$ cat src/rtl/unpack_pkg.sv
package unpack_pkg;
  typedef enum logic [1:0] {S_IDLE, S_LOAD, S_RUN, S_WB} arbState_t;

  typedef struct packed {
    logic loadWord;
    logic txShift;
    logic rxStore;
  } dpStrobe_t;
endpackage

$ cat src/rtl/unpack_datapath.sv
module unpack_datapath
  import unpack_pkg::*;
#(
  parameter int WORD_W    = 256,
  parameter int ITEM_W    = 24,
  parameter int MAX_ITEMS = 10,
  localparam int BE_W     = WORD_W / 8,
  localparam int BIDX_W   = $clog2(BE_W),
  localparam int IDX_W    = $clog2(MAX_ITEMS + 1)
) (
  input  logic              clk,
  input  logic              rstN,
  input  dpStrobe_t         strobe,
  input  logic [IDX_W-1:0]  rxIdx,
  input  logic [WORD_W-1:0] memRdData,
  input  logic [BE_W-1:0]   memRdBe,
  input  logic [ITEM_W-1:0] rxData,
  output logic [ITEM_W-1:0] txData,
  output logic [WORD_W-1:0] resultWord
);
  logic [BIDX_W-1:0] lowByte;
  logic [WORD_W-1:0] alignedWord;
  logic [WORD_W-1:0] shiftReg;

  // lowest enabled byte picks the alignment shift
  always_comb begin
    lowByte = '0;
    for (int i = BE_W - 1; i >= 0; i--) begin
      if (memRdBe[i]) lowByte = BIDX_W'(i);
    end
    alignedWord = memRdData >> {lowByte, 3'b000};
  end

  always_ff @(posedge clk) begin
    if (!rstN) begin
      shiftReg   <= '0;
      resultWord <= '0;
    end else begin
      if (strobe.loadWord) begin
        shiftReg   <= alignedWord;
        resultWord <= '0;
      end else if (strobe.txShift) begin
        shiftReg <= shiftReg >> ITEM_W;
      end
      if (strobe.rxStore) begin
        resultWord[rxIdx*ITEM_W +: ITEM_W] <= rxData;
      end
    end
  end

  assign txData = shiftReg[ITEM_W-1:0];
endmodule

$ cat src/rtl/unpack_control.sv
module unpack_control
  import unpack_pkg::*;
#(
  parameter int NUM_ADDR  = 32,
  parameter int MAX_ITEMS = 10,
  localparam int ADDR_W   = $clog2(NUM_ADDR),
  localparam int IDX_W    = $clog2(MAX_ITEMS + 1)
) (
  input  logic                clk,
  input  logic                rstN,
  input  logic [NUM_ADDR-1:0] hostSet,
  input  logic [IDX_W-1:0]    cfgItems,
  output logic [NUM_ADDR-1:0] pendingFlags,
  output logic                memRdEn,
  output logic                memWrEn,
  output logic [ADDR_W-1:0]   memAddr,
  output logic                txValid,
  input  logic                txReady,
  input  logic                rxValid,
  output logic                rxReady,
  output dpStrobe_t           strobe,
  output logic [IDX_W-1:0]    rxIdx
);
  arbState_t           state;
  logic [ADDR_W-1:0]   curAddr;
  logic [ADDR_W-1:0]   pickAddr;
  logic [IDX_W-1:0]    itemsN;
  logic [IDX_W-1:0]    txCnt;
  logic [IDX_W-1:0]    rxCnt;
  logic                reArm;
  logic [NUM_ADDR-1:0] clrVec;
  logic                anyPending;
  logic                lastRx;

  always_comb begin
    pickAddr = '0;
    for (int i = NUM_ADDR - 1; i >= 0; i--) begin
      if (pendingFlags[i]) pickAddr = ADDR_W'(i);
    end
  end

  assign anyPending = |pendingFlags;
  assign memRdEn    = (state == S_IDLE) && anyPending;
  assign memWrEn    = (state == S_WB);
  assign memAddr    = (state == S_IDLE) ? pickAddr : curAddr;
  assign txValid    = (state == S_RUN) && (txCnt < itemsN);
  assign rxReady    = (state == S_RUN) && (rxCnt < itemsN);
  assign rxIdx      = rxCnt;
  assign lastRx     = strobe.rxStore && ((rxCnt + 1'b1) == itemsN);

  always_comb begin
    strobe          = '0;
    strobe.loadWord = (state == S_LOAD);
    strobe.txShift  = txValid && txReady;
    strobe.rxStore  = rxValid && rxReady;
  end

  always_comb begin
    clrVec = '0;
    clrVec[curAddr] = (state == S_WB) && !reArm;
  end

  always_ff @(posedge clk) begin
    if (!rstN) begin
      state        <= S_IDLE;
      curAddr      <= '0;
      itemsN       <= '0;
      txCnt        <= '0;
      rxCnt        <= '0;
      reArm        <= 1'b0;
      pendingFlags <= '0;
    end else begin
      // a new request always wins over a clear in the same cycle
      pendingFlags <= (pendingFlags & ~clrVec) | hostSet;
      case (state)
        S_IDLE: begin
          if (anyPending) begin
            curAddr <= pickAddr;
            itemsN  <= (cfgItems > IDX_W'(MAX_ITEMS)) ? IDX_W'(MAX_ITEMS) : cfgItems;
            txCnt   <= '0;
            rxCnt   <= '0;
            reArm   <= hostSet[pickAddr];
            state   <= S_LOAD;
          end
        end
        S_LOAD: begin
          reArm <= reArm | hostSet[curAddr];
          state <= (itemsN == '0) ? S_WB : S_RUN;
        end
        S_RUN: begin
          reArm <= reArm | hostSet[curAddr];
          if (strobe.txShift) txCnt <= txCnt + 1'b1;
          if (strobe.rxStore) rxCnt <= rxCnt + 1'b1;
          if (lastRx) state <= S_WB;
        end
        default: begin
          state <= S_IDLE;
        end
      endcase
    end
  end
endmodule

$ cat src/rtl/unpack_arbiter.sv
module unpack_arbiter
  import unpack_pkg::*;
#(
  parameter int NUM_ADDR  = 32,
  parameter int WORD_W    = 256,
  parameter int ITEM_W    = 24,
  parameter int MAX_ITEMS = 10,
  localparam int ADDR_W   = $clog2(NUM_ADDR),
  localparam int BE_W     = WORD_W / 8,
  localparam int IDX_W    = $clog2(MAX_ITEMS + 1)
) (
  input  logic                clk,
  input  logic                rstN,
  input  logic [NUM_ADDR-1:0] hostSet,
  input  logic [IDX_W-1:0]    cfgItems,
  output logic [NUM_ADDR-1:0] pendingFlags,
  output logic                memRdEn,
  output logic                memWrEn,
  output logic [ADDR_W-1:0]   memAddr,
  input  logic [WORD_W-1:0]   memRdData,
  input  logic [BE_W-1:0]     memRdBe,
  output logic [WORD_W-1:0]   memWrData,
  output logic                txValid,
  input  logic                txReady,
  output logic [ITEM_W-1:0]   txData,
  input  logic                rxValid,
  output logic                rxReady,
  input  logic [ITEM_W-1:0]   rxData
);
  dpStrobe_t        strobe;
  logic [IDX_W-1:0] rxIdx;

  unpack_control #(.NUM_ADDR(NUM_ADDR), .MAX_ITEMS(MAX_ITEMS)) u_ctrl (
    .clk(clk), .rstN(rstN), .hostSet(hostSet), .cfgItems(cfgItems),
    .pendingFlags(pendingFlags), .memRdEn(memRdEn), .memWrEn(memWrEn),
    .memAddr(memAddr), .txValid(txValid), .txReady(txReady),
    .rxValid(rxValid), .rxReady(rxReady), .strobe(strobe), .rxIdx(rxIdx)
  );

  unpack_datapath #(.WORD_W(WORD_W), .ITEM_W(ITEM_W), .MAX_ITEMS(MAX_ITEMS)) u_dp (
    .clk(clk), .rstN(rstN), .strobe(strobe), .rxIdx(rxIdx),
    .memRdData(memRdData), .memRdBe(memRdBe), .rxData(rxData),
    .txData(txData), .resultWord(memWrData)
  );
endmodule

$ cat config.mk
export PLATFORM = sky130hd
export DESIGN_NAME = unpack_arbiter
export DESIGN_NICKNAME = d
export VERILOG_FILES = /design/src/rtl/unpack_pkg.sv /design/src/rtl/unpack_datapath.sv /design/src/rtl/unpack_control.sv /design/src/rtl/unpack_arbiter.sv
export SDC_FILE = /design/constraint.sdc
export NUM_CORES = 2
export LEC_CHECK = 0
export BUFFER_PORTS_ARGS = -buffer_cell sky130_fd_sc_hd__buf_4
export CORE_AREA = 2 2 318 320
export CTS_BUF_LIST = sky130_fd_sc_hd__clkbuf_4 sky130_fd_sc_hd__clkbuf_8
export DETAILED_ROUTE_END_ITERATION = 7
export DIE_AREA = 0 0 320 322
export PLACE_DENSITY_LB_ADDON = 0.12
export SYNTH_ARGS = -nofsm -noshare
export SYNTH_HDL_FRONTEND = slang
export SYNTH_SLANG_ARGS = --single-unit
$ cat constraint.sdc
create_clock -name clk -period 7.8 [get_ports clk]
set_input_delay 1.56 -clock clk [delete_from_list [all_inputs] [get_ports clk]]
set_output_delay 1.56 -clock clk [all_outputs]
set_load 0.005 [all_outputs]
==> out/results.tsv <==
stage	metric	value	unit
logic_synthesis	largest family of logic cells by synthesized area	compound AO/OA/AOI/OAI gates	
timing	Hold Vio Cnt, Final	0	
power_and_ir_drop	total chip power	11.66	mW
timing	Slew headroom	7.034	%
global_routing	largest net degree at the start of global routing	163	
logic_synthesis	Synth Net Count	5371	
clock_network	clock tree buffer depth	3	
global_routing	global-route wire length before repair	285.4	mm
setup_path	required time worst endpoint	8.41	ns
placed_design	IO Port Bufs	672	
clock_network	CTS clk-pin slew, worst paths	0.06	ns
global_routing	initial antenna violation count	13	
timing	RSZ-0062 raised after global routing	no	
worst_hold_path	Hold Crit Class	register to register	
floorplanning	io pins	673	
clock_network	CTS Hold Bufs	0	
clock_network	CTS H-tree lvls	3	
drt	router iterations before antenna repair	6	
logic_synthesis	Post-synth top flop	dfxtp_1	
clock_network	CTS resizes	0	
timing	setup ws final	1.925	ns
logic_synthesis	simple-gate area share of the yosys netlist	19.60	%
layout	most frequent cells in the layout	767 x buf_4, 600 x mux2i_1, 586 x nand2_1, 563 x dfxtp_1, 518 x nor2_1	
global_routing	vias in the first global route	41990	
drt	DRC viols	0	
placed_design	placed cell area	0.04521	mm²
layout	Layout Nets	5797	
clock_network	clk sink count	564	
logic_synthesis	Avg Synthesized Cell Area	7.939	µm²
logic_synthesis	Synth Area in XOR/XNOR	0.2964	%
logic_synthesis	Area contributors post-synth	dfxtp_1 28%, mux2i_1 15%, nand2_1 5.6%	
setup_path	crit path DAT	6.48	ns
clock_network	postcts setup bufs	0	
floorplanning	Core Area	0.09957	mm²
logic_synthesis	number of synthesized flops with an enable pin	0	
logic_synthesis	Yosys reg bits	564	
layout	most common cell after layout, fill and taps aside	buf_4	
setup_path	crit path max fanout	37	
logic_synthesis	Compound-Gate Fraction of Synth Area	24.83	%
timing	measured slew at the worst slew-check pin	1.393	ns
logic_synthesis	post-synth cell types	106	
power_and_ir_drop	Pwr Density	245.4	mW/mm²
timing	Final Skew	0.06475	ns
layout	post-layout instance area	0.04754	mm²
layout	post-layout util	47.75	%
global_routing	All-Layer GR Usage	36.94	%
placed_design	HPWL after DPL	143.8	mm
drt	iteration-0 DRC count of the detailed router	5561	
timing	Post-Route Setup TNS	0	ns
logic_synthesis	Warnings, synthesis	0	
logic_synthesis	Synth Cell Area	0.03969	mm²
layout	Synth-to-Final Area Change	19.78	%
clock_network	later-pin clock latency in the skew report	0.78	ns
timing	# setup viols final	0	
floorplanning	die width	320	µm
drt	DR WL/cell	29.41	µm
logic_synthesis	async set-reset flop share out of synthesis	0	%
logic_synthesis	mux contribution to synthesized area	20.03	%
drt	Vias	44040	
global_routing	GRT overflow	0	
floorplanning	die height	322	µm
timing	Max Clk Rate	0.1702	GHz
clock_network	cts bufs inserted	100	
placed_design	RePlAce Congestion	1.066	
timing	Final period util	75.32	%
floorplanning	DIE AREA	0.1030	mm²
layout	share of layout cells above drive strength 1	21.59	%
placed_design	placed insts	6621	
logic_synthesis	Synth top area share	28.45	%
drt	final WL	200.4	mm
power_and_ir_drop	P_leak	20.94	nW
clock_network	Root Driver	clkbuf_8	
logic_synthesis	Seq/Total Area, Yosys	28.45	%
layout	Post-Layout Cell Count	6813	
clock_network	CTS tree	done	
drt	vias per cell	6.464	
job	Max Cap Violations	0	
logic_synthesis	Cells after Synth	4999	
floorplanning	starting density of the core	39.86	%
placed_design	Place WS	1.999	ns
logic_synthesis	Synth Area in Adders	0.6495	%
setup_path	Crit. End Element	register	
setup_path	critical setup path kind	register to register	
power_and_ir_drop	Max VDD drop	0.0001507	V
setup_path	Setup crit start kind	register	
timing	fin. max-slew vios	0	
outcome	run status	complete, no violations	
timing	Period minus WS final	5.875	ns
layout	fillcell total	10060	
floorplanning	Site Rows	116	
timing	hold slack	0.4744	ns
logic_synthesis	leading area contributor after synthesis	dfxtp_1	
drt	Routed Antenna Nets	0	
cell usage after synthesis (14+ instances only):
cell	number
and3_1	118
a2bb2oi_1	16
o221ai_1	33
o211a_1	25
mux2i_1	600
a32oi_1	16
buf_4	43
a221o_1	15
nor4_1	16
nand4_1	19
o22a_1	20
buf_2	101
buf_6	21
clkbuf_1	245
ha_1	19
dfxtp_1	564
nor2b_1	17
a21oi_1	408
a21o_1	17
or3_1	25
and2_1	23
o21ai_0	232
o21a_1	103
buf_1	36
nand2b_1	20
nor3_1	50
inv_1	48
or4_1	14
o22ai_1	106
mux4_2	52
o2bb2ai_1	51
nor3b_1	19
o211ai_1	48
nand3_1	224
nor2_1	522
a211oi_1	17
a31oi_1	65
a221oi_1	45
mux2_2	60
nand2_1	590
a22o_1	21
o221a_2	16
a211o_1	24
a22oi_1	76
cell families after synthesis:
family / Yosys count
xor+xnor: 11
simple gates: 1710
mux: 719
flops: 564
fa+ha+maj: 20
compound gates: 1469
buf+inv: 506
area by class of cell:
| type | instances | area, µm² | share of cell area, % |
|---|---|---|---|
| antenna | 12 | 30.03 | 0.06317 |
| clock buffer | 158 | 1993 | 4.193 |
| clock inverter | 22 | 309.0 | 0.6501 |
| inverter | 52 | 210.2 | 0.4422 |
| multi-input combinational | 3929 | 26110 | 54.92 |
| sequential | 564 | 11290 | 23.75 |
| tap | 1298 | 1624 | 3.416 |
| timing repair buffer | 778 | 5972 | 12.56 |
worst max-delay path, stage by stage, from the launching register on:
cell and delay [ns]:
dfxtp_1 0.31, buf_4 0.40, clkinv_1 0.52, ha_1 0.51
o21bai_4 0.23, xor2_2 0.53, nor2_1 0.20, ha_1 0.52
nand3_1 0.69, nor2_1 0.73, nand2_1 0.54, and3_1 0.37
o21a_1 0.16
power by group:
part           switching [mW]  internal, mW  leakage, nW  total (mW)
Sequential              0.353          3.38         4.60        3.74
Clock                    1.39          1.83         1.22        3.22
Combinational            3.13          1.57         15.1        4.70
Total                    4.88          6.79         20.9        11.7
flip-flops by register name (all words and copies together), names as in the netlist:
| name | flops |
|---|---|
| u_ctrl.state | 2 |
| u_ctrl.curAddr | 5 |
| u_ctrl.pendingFlags | 32 |
| u_dp.resultWord | 256 |
| u_ctrl.itemsN | 4 |
| u_ctrl.txCnt | 4 |
| u_dp.shiftReg | 256 |
| u_ctrl.rxIdx | 4 |
| u_ctrl.reArm | 1 |
routing by layer:
layer	track usage (%)	share of wire, %
met2	59.76	46
met5	0	0.031
met1	43.12	37
met3	9.840	9.4
met4	24.13	7.3
final timing paths:
check	start	end	slack (ns)	depth (start not counted)
max	u_ctrl.rxIdx[2]	u_dp.resultWord[100]	1.92	12
min	u_dp.resultWord[21]	u_dp.resultWord[21]	0.47	1
max reg2reg	u_ctrl.rxIdx[2]	u_dp.resultWord[100]	1.92	12
min reg2reg	u_dp.resultWord[21]	u_dp.resultWord[21]	0.47	1
Note: power is estimated with default switching activity, not from simulation.
